File: config.mk
export PLATFORM = sky130hd
export DESIGN_NAME = irq_moderator
export DESIGN_NICKNAME = d
export VERILOG_FILES = /design/src/rtl/irqmod_pkg.sv /design/src/rtl/irqmod_regs.sv /design/src/rtl/irqmod_delay_sel.sv /design/src/rtl/irqmod_timer.sv /design/src/rtl/irq_moderator.sv
export SDC_FILE = /design/constraint.sdc
export NUM_CORES = 1
export LEC_CHECK = 0
export ABC_CLOCK_PERIOD_IN_PS = 9900
export BUFFER_PORTS_ARGS = -buffer_cell sky130_fd_sc_hd__buf_2
export CAP_MARGIN = 30
export CORE_MARGIN = 2
export CORE_UTILIZATION = 53
export DETAILED_ROUTE_END_ITERATION = 8
export MAX_ROUTING_LAYER = met4
export PLACE_DENSITY_LB_ADDON = 0.12
export SLEW_MARGIN = 20
export SYNTH_ARGS = -nofsm -noshare
export SYNTH_HDL_FRONTEND = slang
export SYNTH_SLANG_ARGS = --single-unit
File: constraint.sdc
create_clock -name clk_i -period 9.9 [get_ports clk_i]
set_clock_uncertainty 0.05 [all_clocks]
set_input_delay 1.485 -clock clk_i [delete_from_list [all_inputs] [get_ports clk_i]]
set_output_delay 1.485 -clock clk_i [all_outputs]
set_load 0.01 [all_outputs]
File: src/rtl/irqmod_pkg.sv
package irqmod_pkg;
  localparam int REG_W  = 16;
  localparam int N_SRC  = 3;
  localparam int DLY_W  = REG_W + 2;

  typedef enum logic [1:0] {
    ADDR_TX_ABS   = 2'd0,
    ADDR_RX_ABS   = 2'd1,
    ADDR_RX_TMR   = 2'd2,
    ADDR_THROTTLE = 2'd3
  } reg_addr_e;

  typedef struct packed {
    logic [REG_W-1:0] tx_abs;
    logic [REG_W-1:0] rx_abs;
    logic [REG_W-1:0] rx_tmr;
    logic [REG_W-1:0] thr;
  } dly_regs_t;

  typedef enum int {
    SRC_TX  = 0,
    SRC_RX  = 1,
    SRC_THR = 2
  } src_e;
endpackage

File: src/rtl/irqmod_regs.sv
module irqmod_regs
  import irqmod_pkg::*;
#(
  parameter int DATA_W = 32
) (
  input  logic              clk_i,
  input  logic              rst_ni,
  input  logic              we_i,
  input  logic [1:0]        addr_i,
  input  logic [DATA_W-1:0] wdata_i,
  output logic [DATA_W-1:0] rdata_o,
  output dly_regs_t         regs_o
);
  localparam int N_REG = 4;

  logic [REG_W-1:0] r_q [N_REG];

  for (genvar i = 0; i < N_REG; i++) begin : g_reg
    always_ff @(posedge clk_i or negedge rst_ni) begin
      if (!rst_ni)                          r_q[i] <= '0;
      else if (we_i && addr_i == 2'(i))     r_q[i] <= wdata_i[REG_W-1:0];
    end
  end

  assign rdata_o = DATA_W'(r_q[addr_i]);

  assign regs_o.tx_abs = r_q[ADDR_TX_ABS];
  assign regs_o.rx_abs = r_q[ADDR_RX_ABS];
  assign regs_o.rx_tmr = r_q[ADDR_RX_TMR];
  assign regs_o.thr    = r_q[ADDR_THROTTLE];

  // upper read bits never set
  assert_rd_upper_zero_R9: assert property (@(posedge clk_i) disable iff (!rst_ni)
    rdata_o[DATA_W-1:REG_W] == '0);
endmodule

File: src/rtl/irqmod_delay_sel.sv
module irqmod_delay_sel
  import irqmod_pkg::*;
(
  input  logic [N_SRC-1:0][DLY_W-1:0] cand_i,
  input  logic [N_SRC-1:0]            en_i,
  output logic [DLY_W-1:0]            dly_o
);
  logic [N_SRC-1:0][DLY_W-1:0] gated;

  for (genvar i = 0; i < N_SRC; i++) begin : g_gate
    assign gated[i] = en_i[i] ? cand_i[i] : '0;
  end

  // smallest non-zero; zero means "not set"
  always_comb begin
    dly_o = '0;
    for (int i = 0; i < N_SRC; i++) begin
      if (gated[i] != '0 && (dly_o == '0 || gated[i] < dly_o)) dly_o = gated[i];
    end
  end
endmodule

File: src/rtl/irqmod_timer.sv
module irqmod_timer #(
  parameter int TICK_DIV = 64,
  parameter int CNT_W    = 24,
  parameter int DLY_W    = 18
) (
  input  logic             clk_i,
  input  logic             rst_ni,
  input  logic             clr_i,
  input  logic             load_i,
  input  logic [DLY_W-1:0] dly_i,
  output logic             running_o
);
  localparam int PW = (TICK_DIV > 1) ? $clog2(TICK_DIV) : 1;
  localparam logic [PW-1:0] PLAST = PW'(TICK_DIV - 1);

  logic [PW-1:0]    presc_q;
  logic [CNT_W-1:0] cnt_q;
  logic             run_q;
  logic             tick;

  assign tick = (presc_q == PLAST);

  always_ff @(posedge clk_i or negedge rst_ni) begin
    if (!rst_ni) begin
      presc_q <= '0;
      cnt_q   <= '0;
      run_q   <= 1'b0;
    end else if (clr_i) begin
      presc_q <= '0;
      cnt_q   <= '0;
      run_q   <= 1'b0;
    end else if (load_i) begin
      presc_q <= '0;
      cnt_q   <= CNT_W'(dly_i);
      run_q   <= (dly_i != '0);
    end else if (run_q) begin
      if (tick) begin
        presc_q <= '0;
        cnt_q   <= cnt_q - 1'b1;
        if (cnt_q == CNT_W'(1)) run_q <= 1'b0;
      end else begin
        presc_q <= presc_q + 1'b1;
      end
    end
  end

  assign running_o = run_q;

  assert_idle_cnt_zero_R4: assert property (@(posedge clk_i) disable iff (!rst_ni)
    !run_q |-> cnt_q == '0);
  assert_load_starts_R2: assert property (@(posedge clk_i) disable iff (!rst_ni)
    (load_i && !clr_i && dly_i != '0) |=> run_q);
  assert_cnt_hold_between_ticks_R4: assert property (@(posedge clk_i) disable iff (!rst_ni)
    (run_q && !load_i && !clr_i && !tick) |=> $stable(cnt_q));
endmodule

File: src/rtl/irq_moderator.sv
module irq_moderator
  import irqmod_pkg::*;
#(
  parameter int CAUSE_W  = 32,
  parameter int DATA_W   = 32,
  parameter int TICK_DIV = 64,
  parameter int CNT_W    = 24,
  parameter int TXDW_BIT = 0,
  parameter int TXQE_BIT = 1,
  parameter int RXT_BIT  = 7
) (
  input  logic               clk_i,
  input  logic               rst_ni,
  input  logic               mit_en_i,
  input  logic [CAUSE_W-1:0] cause_i,
  input  logic [CAUSE_W-1:0] mask_i,
  input  logic               desc_ide_i,
  input  logic               reg_we_i,
  input  logic [1:0]         reg_addr_i,
  input  logic [DATA_W-1:0]  reg_wdata_i,
  output logic [DATA_W-1:0]  reg_rdata_o,
  output logic               irq_o
);
  dly_regs_t                   regs;
  logic [CAUSE_W-1:0]          pending;
  logic                        any_pend;
  logic                        level_q, level_d;
  logic                        ide_q;
  logic                        running;
  logic                        rise;
  logic                        compute;
  logic [N_SRC-1:0][DLY_W-1:0] cand;
  logic [N_SRC-1:0]            cand_en;
  logic [DLY_W-1:0]            sel_dly;

  assign pending  = mask_i & cause_i;
  assign any_pend = |pending;
  assign rise     = !level_q && any_pend;
  assign compute  = mit_en_i && rise && !running;

  irqmod_regs #(.DATA_W(DATA_W)) u_regs (
    .clk_i   (clk_i),
    .rst_ni  (rst_ni),
    .we_i    (reg_we_i),
    .addr_i  (reg_addr_i),
    .wdata_i (reg_wdata_i),
    .rdata_o (reg_rdata_o),
    .regs_o  (regs)
  );

  // absolute delays are in 4x ticks
  assign cand[SRC_TX]     = {regs.tx_abs, 2'b00};
  assign cand[SRC_RX]     = {regs.rx_abs, 2'b00};
  assign cand[SRC_THR]    = DLY_W'(regs.thr);
  assign cand_en[SRC_TX]  = ide_q && (pending[TXDW_BIT] || pending[TXQE_BIT]);
  assign cand_en[SRC_RX]  = (regs.rx_tmr != '0) && pending[RXT_BIT];
  assign cand_en[SRC_THR] = 1'b1;

  irqmod_delay_sel u_sel (
    .cand_i (cand),
    .en_i   (cand_en),
    .dly_o  (sel_dly)
  );

  irqmod_timer #(
    .TICK_DIV (TICK_DIV),
    .CNT_W    (CNT_W),
    .DLY_W    (DLY_W)
  ) u_timer (
    .clk_i     (clk_i),
    .rst_ni    (rst_ni),
    .clr_i     (!mit_en_i),
    .load_i    (compute),
    .dly_i     (sel_dly),
    .running_o (running)
  );

  // deferred edge: hold low while window runs
  always_comb begin
    level_d = any_pend;
    if (mit_en_i && rise && running) level_d = level_q;
  end

  always_ff @(posedge clk_i or negedge rst_ni) begin
    if (!rst_ni) begin
      level_q <= 1'b0;
      ide_q   <= 1'b0;
    end else begin
      level_q <= level_d;
      ide_q   <= compute ? desc_ide_i : (ide_q || desc_ide_i);
    end
  end

  assign irq_o = level_q;

  assert_masked_low_R1: assert property (@(posedge clk_i) disable iff (!rst_ni)
    !any_pend |=> !irq_o);
  assert_hold_in_window_R3: assert property (@(posedge clk_i) disable iff (!rst_ni)
    (mit_en_i && running && !irq_o) |=> !irq_o);
  assert_bypass_follow_R10: assert property (@(posedge clk_i) disable iff (!rst_ni)
    !mit_en_i |=> irq_o == $past(any_pend));
  assert_sticky_clear_R8: assert property (@(posedge clk_i) disable iff (!rst_ni)
    (compute && !desc_ide_i) |=> !ide_q);
  assert_idle_rise_R2: assert property (@(posedge clk_i) disable iff (!rst_ni)
    compute |=> irq_o);
endmodule

### Yosys cells after proc, flatten, opt, wreduce, memory -nomap -nowiden

Index checks and enable logic that the tools add are counted.

| storage, ports and cells | value |
|---|---|
| flip-flop bits (word level) | 97 |
| input bits | 103 |
| logic and storage cells | 73 |

| cells by class | value |
|---|---|
| add/subtract/negate cells | 2 |
| $lt $le $gt $ge | 3 |
| equal/unequal tests | 7 |
| multiplexer cells | 22 |
| bitwise logic cells | 2 |
| reductions and logical operators | 28 |

Operators by type and width:

| cell | count |
|---|---|
| $mux 24 | 4 |
| $mux 18 | 5 |
| $reduce_bool 18->1 | 4 |
| $logic_not 18->1 | 2 |
| $and 32x32->32 | 1 |
| $bmux 16 s2 | 1 |
| $mux 16 | 2 |
| $reduce_or 32->1 | 1 |
| $eq 24x1->1 const B | 1 |
| $mux 6 | 4 |
| $sub 24x1->24 const B | 1 |
| $lt 16x18->1 | 1 |
| $lt 18x18->1 | 1 |
| $reduce_bool 16->1 | 1 |
| $logic_and 1x1->1 | 12 |
| $add 6x1->6 const B | 1 |
| $eq 6x6->1 const B | 1 |
| $mux 1 | 6 |
| $ne 3x1->1 const B | 2 |
| $eq 2x2->1 const B | 2 |
| $logic_or 1x1->1 | 4 |
| $ge 3x3->1 const B | 1 |
| $not 2->3 | 1 |
| $eq 2x1->1 const B | 1 |
| 3 further kinds | 4 |

### Logic depth before layout (Yosys ltp)

| depth | value |
|---|---|
| depth in word-level cells | 17 |
| depth in mapped cells | 27 |

### By module

From an unflattened synthesis, not the netlist that was laid out.

| unflattened totals | value |
|---|---|
| cells, all modules | 675 |
| area, all modules | 6836.6 um2 |

Modules (own cells, without submodules):

| module | times used | cells each | area each (um2) | seq. area each (um2) |
|---|---|---|---|---|
| irqmod_regs | 1 | 173 | 2952.8 | 1601.5 |
| irqmod_timer | 1 | 211 | 1906.8 | 775.7 |
| irqmod_delay_sel | 1 | 252 | 1664.1 | 0.0 |
| irq_moderator | 1 | 39 | 312.8 | 50.0 |

### Worst setup path before layout

Ideal clock, no wire load.

| timing path | value |
|---|---|
| path kind | input to register |
| start | input port mask_i[0] |
| end | register u_timer.cnt_q[11] |
| library setup time | 87 ps |
| arrival time | 6739 ps |
| slack | 3024 ps |
| cell stages on the path | 24 |
| cell sequence | a22oi_1 > nor2_1 > clkbuf_1 > buf_1 > nand2_1 > ha_1 > a211oi_1 > nor2_1 > o311a_1 > o2111a_1 > nor3b_2 > clkbuf_1 > nor2_1 > a21oi_1 > ha_1 > a211oi_1 > o21bai_1 > a221o_1 > and3_1 > a211oi_1 > nand3_4 > buf_6 > mux2_4 > a211oi_2 |

| between the ends | value |
|---|---|
| longest elaborated chain between the ends | 16 |
| elaborated cells between the ends (all ways) | 25 |

RTL lines:

| element | RTL line | source |
|---|---|---|
| start, declared | irq_moderator.sv:16 | `input logic [CAUSE_W-1:0] mask_i,` |
| $and 32x32->32 * | irq_moderator.sv:36 | `assign pending = mask_i & cause_i;` |
| $logic_or 1x1->1 | irq_moderator.sv:55 | `assign cand_en[SRC_TX] = ide_q && (pending[TXDW_BIT] \|\| pending[TXQE_BIT]);` |
| $logic_and 1x1->1 | irq_moderator.sv:55 |  |
| $mux 18 | irqmod_delay_sel.sv:11 | `assign gated[i] = en_i[i] ? cand_i[i] : '0;` |
| $reduce_bool 18->1 | irqmod_delay_sel.sv:18 | `if (gated[i] != '0 && (dly_o == '0 \|\| gated[i] < dly_o)) dly_o = gated[i];` |
| $mux 18 | irqmod_delay_sel.sv:18 |  |
| $lt 18x18->1 or $logic_not 18->1 (tied branches) | irqmod_delay_sel.sv:18 |  |
| $logic_or 1x1->1 | irqmod_delay_sel.sv:18 |  |
| $logic_and 1x1->1 | irqmod_delay_sel.sv:18 |  |
| $mux 18 | irqmod_delay_sel.sv:18 |  |
| $lt 16x18->1 or $logic_not 18->1 (tied branches) | irqmod_delay_sel.sv:18 |  |
| $logic_or 1x1->1 | irqmod_delay_sel.sv:18 |  |
| $logic_and 1x1->1 | irqmod_delay_sel.sv:18 |  |
| $mux 18 | irqmod_delay_sel.sv:18 |  |
| $mux 24 | irqmod_timer.sv:32 | `end else if (load_i) begin` |
| $mux 24 | irqmod_timer.sv:28 | `end else if (clr_i) begin` |
| end signal, assigned | irqmod_timer.sv:34 | `cnt_q <= CNT_W'(dly_i);` |
| end signal, assigned | irqmod_timer.sv:39 | `cnt_q <= cnt_q - 1'b1;` |
| end, declared | irqmod_timer.sv:17 | `logic [CNT_W-1:0] cnt_q;` |

Mark *: on every way between the ends. The rest lies on a longest branch, timed or not.
A chain may end at the register's enable or synchronous reset.

### Worst setup path after layout

| timing path | value |
|---|---|
| start | input port cause_i[0] |
| end | register u_timer.cnt_q[13] |

| between the ends | value |
|---|---|
| longest elaborated chain between the ends | 16 |
| elaborated cells between the ends (all ways) | 25 |

RTL lines:

| element | RTL line | source |
|---|---|---|
| start, declared | irq_moderator.sv:15 | `input logic [CAUSE_W-1:0] cause_i,` |
| $and 32x32->32 * | irq_moderator.sv:36 |  |
| $logic_or 1x1->1 | irq_moderator.sv:55 |  |
| $logic_and 1x1->1 | irq_moderator.sv:55 |  |
| $mux 18 | irqmod_delay_sel.sv:11 |  |
| $reduce_bool 18->1 | irqmod_delay_sel.sv:18 |  |
| $mux 18 | irqmod_delay_sel.sv:18 |  |
| $lt 18x18->1 or $logic_not 18->1 (tied branches) | irqmod_delay_sel.sv:18 |  |
| $logic_or 1x1->1 | irqmod_delay_sel.sv:18 |  |
| $logic_and 1x1->1 | irqmod_delay_sel.sv:18 |  |
| $mux 18 | irqmod_delay_sel.sv:18 |  |
| $lt 16x18->1 or $logic_not 18->1 (tied branches) | irqmod_delay_sel.sv:18 |  |
| $logic_or 1x1->1 | irqmod_delay_sel.sv:18 |  |
| $logic_and 1x1->1 | irqmod_delay_sel.sv:18 |  |
| $mux 18 | irqmod_delay_sel.sv:18 |  |
| $mux 24 | irqmod_timer.sv:32 |  |
| $mux 24 | irqmod_timer.sv:28 |  |

Marks and branches as above.

==> results.md <==
- Max FO, Critical Path: 26
- Gr usage total: 27.28%
- Area share of the largest cell type after synthesis: 37.79%
- Number of levels in the clock H-tree: 3
- Maximum number of buffers from clock root to sink: 2
- Critical setup path kind: input pin to register
- Fin crit period: 7.357 ns
- Initial Utilization: 53.92%
- Via count: 5208
- Worst slew margin: 32.23%
- Post-detailed-route wirelength per cell: 18.86 um
- Highest-count cells in the layout ignoring fill and taps: 102 x sky130_fd_sc_hd__buf_2, 97 x sky130_fd_sc_hd__dfrtp_1, 73 x sky130_fd_sc_hd__mux2_2, 57 x sky130_fd_sc_hd__nor2_1, 45 x sky130_fd_sc_hd__nand2_1
- Post-layout nets: 848
- Category of cells accounting for the largest share of critical-path delay: compound AO/OA/AOI/OAI gates
- Slowest CP cell: sky130_fd_sc_hd__a211oi_1
- FMAX: approximately 0.14 GHz
- Final number of max-transition violations: 0
- TritonCTS sink count: 97
- Mapped Cells: approximately 620
- Data arrival time of the worst path: 7.57 ns
- Post-route worst hold slack: between 0.4 and 0.5 ns
- Average vias per placed instance: 6.014
- Number of library cell types mapped by synthesis: 68
- Area of the die: 0.01301 mm2
- Flops & latches, synth: between 90 and 100
- Clk Tree Root Cell: sky130_fd_sc_hd__clkbuf_16
- Clock edge transition at the registers on the reported setup and hold paths: approximately 0.070 ns
- Most used flip-flop cell after synthesis: sky130_fd_sc_hd__dfrtp_1
- Die Wd: 114.1 um
- Area overhead of the layout relative to synthesis: 14.24%
- Final global-route overflow total: 0
- Max-cap violations: 0
- Final-report setup violation count: 0
- GPL Wtd Cong: 0.9906
- Number of stages on the worst hold path: 1
- Number of top-level pins: 136
- Antenna-violating nets left: 0
- Post-CTS sizing: 0
- Placed insts: 849
- CP Capture Type: register
- Hold path startpoint: ide_q$_DFF_PN0_
- Inserted Diodes: 0
- Largest net degree at the start of global routing: slightly below 60
- Layout filler cell count: 1000
- DR DRC count: 0
- Count of cells along the worst register-to-register path: 22
- Worst skew pair latency: approximately 0.36 ns
- Core outline area: approximately 0.012 mm2
- Initial antenna violation count: 0
- CTS tree: done
- Cts-stage hold buffer count: 0
- Die Y: 114.1 um
- Worst Setup Start Kind: input pin
- Worst r2r src: u_regs.regs_o[28]$_DFFE_PN0P_
- Chain of cells forming the critical path: buf_2, a22oi_1, nor2_1, buf_4, nand2_1, ha_1, a21oi_1, o21ai_0, a221oi_1, nor2_1, nor3b_4, buf_4, nor2_1, a21oi_1, ha_1, a211oi_1, o21ai_0, a221o_1, and3_1, a211oi_1, nand3_4, mux2_4, a211oi_2
- Most common library cell in the layout ignoring fill and taps: sky130_fd_sc_hd__buf_2
- Fin crit share: 74.31%
- Outcome: completed
- Count of buffers added by post-CTS timing repair for setup: 0
- Number of failing hold endpoints at the final stage: 0
- EDFF count, synth: 0
- Endpoint of the most critical register-to-register path: u_timer.cnt_q[13]$_DFFE_PN0P_
- Largest cells by area after synthesis: sky130_fd_sc_hd__dfrtp_1 38%, sky130_fd_sc_hd__mux2_2 13%, sky130_fd_sc_hd__ha_1 6.0%, sky130_fd_sc_hd__mux4_2 5.6%, sky130_fd_sc_hd__nor2_1 3.3%
- Average size of a mapped cell: 10.41 um2
- Proportion of synthesized flip-flops having asynchronous set or reset: 100.0%
- Cell type with the largest total area after synthesis: sky130_fd_sc_hd__dfrtp_1
- Least-Margin Pin Slew: ~1.0 ns
- Post-Syn Area: 0.006422 mm2
- Final WL: 16340 um
- Standard-cell row count: 40
- Detailed placer's ending HPWL: 12380 um
- Internal reg-to-reg setup slack: 2.97 ns
- Unrepaired setup endpoints after global routing: no
- Worst hold path type: register to register
- Non-filler instance count after layout: roughly 870
- Largest stage delay on the critical path: about 0.56 ns
- Number of buffers added on ports: 103
- Number of design-rule violations left by the first detailed-router iteration: 390
- Critical path buffer and inverter count: 3
- CP most frequent cell: sky130_fd_sc_hd__nor2_1
- Share of final-layout standard cells stronger than drive strength 1: between 30 and 40%
- Yosys Warn Count: 0
- Pleak: 3.379 nW
- Global-route wire length before repair: between 20000 and 30000 um
- Final sum of negative setup slack: 0 ns
- Register area share after synthesis: 37.79%
- Total clock buffers created by CTS: 9
- Number of detailed-routing iterations run before antenna repair: 5
- Max VDD drop: 0.0001267 V
- Req. time, crit path: 10.12 ns
- Total power divided by cell area: 161.0 mW/mm2
- Terminating pin of the worst hold path: ide_q$_DFF_PN0_
- Via count of the first global-routing pass: between 5000 and 6000
area by class of cell:
type / instances / area [um2] / share of cell area, %
Clock inverter: 7 / 61.31 / 0.8356
Inverter: 20 / 75.07 / 1.023
Tap cell: 147 / 183.9 / 2.507
Multi-Input combinational cell: 476 / 3786 / 51.60
Sequential cell: 97 / 2427 / 33.08
Clock buffer: 9 / 225.2 / 3.070
Timing Repair Buffer: 110 / 578.1 / 7.879
synthesized netlist by cell type (3+ instances only):
cell type and count:
sky130_fd_sc_hd__dfrtp_1 97, sky130_fd_sc_hd__mux2_2 73, sky130_fd_sc_hd__nor2_1 57, sky130_fd_sc_hd__nand2_1 45, sky130_fd_sc_hd__ha_1 31, sky130_fd_sc_hd__a21oi_1 22
sky130_fd_sc_hd__nor4_1 21, sky130_fd_sc_hd__clkbuf_1 20, sky130_fd_sc_hd__inv_1 20, sky130_fd_sc_hd__a211oi_1 18, sky130_fd_sc_hd__a22oi_1 16, sky130_fd_sc_hd__and2_1 16
sky130_fd_sc_hd__buf_4 16, sky130_fd_sc_hd__mux4_2 16, sky130_fd_sc_hd__o21ai_0 16, sky130_fd_sc_hd__xor2_1 16, sky130_fd_sc_hd__nand3_1 11, sky130_fd_sc_hd__nand4_1 9
sky130_fd_sc_hd__nor3_1 9, sky130_fd_sc_hd__xnor2_1 8, sky130_fd_sc_hd__a31oi_1 5, sky130_fd_sc_hd__a211oi_2 4, sky130_fd_sc_hd__and3_1 4, sky130_fd_sc_hd__mux2_4 4
sky130_fd_sc_hd__nand2b_1 4, sky130_fd_sc_hd__nand3b_1 3, sky130_fd_sc_hd__o21a_1 3, sky130_fd_sc_hd__o22ai_1 3
sequential cells by signal, summed over array words and instances (netlist names):
signal	count
u_regs.regs_o	64
u_timer.running_o	1
irq_o	1
u_timer.presc_q	6
u_timer.cnt_q	24
ide_q	1
routing by layer:
layer | wire length, um | global-route usage [%] | vias up
li1 | - | - | 2474
met2 | 7855 | 42.82 | 141
met4 | 350 | 9.512 | 0
met5 | 0 | - | -
met3 | 718 | 3.547 | 23
met1 | 7413 | 36.85 | 2570
stage by stage:
step	setup slack (ns)	cell area [um2]	utilization (%)	total power, mW
after floorplan	3.024	6479	-	0.7319
after global placement	2.433	7036	59.07	0.8342
after detailed placement	2.262	7036	59.07	0.8471
after CTS	2.633	7322	61.47	1.186
after global routing	2.143	7337	61.60	1.243
final	2.543	7337	61.60	1.181
report_power, final:
group / leakage, nW / internal (mW) / switching [mW]
registers: 1.20 / 0.449 / 0.0727
clock network: 0.135 / 0.175 / 0.160
logic: 2.04 / 0.167 / 0.158
total: 3.38 / 0.790 / 0.391
worst max path at each step:
stage | start | cells after the start | slack [ns] | endpoint
floorplan | mask_i[0] | 24 | 3.02 | u_timer.cnt_q[11]$_DFFE_PN0P_
global placement | cause_i[0] | 23 | 2.43 | u_timer.cnt_q[5]$_DFFE_PN0P_
detailed placement | cause_i[0] | 23 | 2.26 | u_timer.cnt_q[5]$_DFFE_PN0P_
CTS | cause_i[0] | 23 | 2.63 | u_timer.cnt_q[5]$_DFFE_PN0P_
global route | cause_i[0] | 23 | 2.14 | u_timer.cnt_q[7]$_DFFE_PN0P_
finish | cause_i[0] | 23 | 2.54 | u_timer.cnt_q[13]$_DFFE_PN0P_
worst reg2reg max path, delay by kind of cell (launching register included):
kind            cells  cell delay, ns
compound gates     10            2.72
fa+ha+maj           2            0.62
buf+inv             2            0.59
flops               1            0.41
mux                 1            0.40
simple gates        7            2.05
kinds of logic after synthesis:
group / count (synthesis) / synth area share [%]
buf+inv: 59 / 4.500
compound gates: 108 / 11.94
flops: 97 / 37.79
other cells: 1 / 0.05839
xor+xnor: 24 / 3.273
mux: 95 / 19.66
simple gates: 202 / 16.74
fa+ha+maj: 31 / 6.039
(Power assumes the default switching activity.)
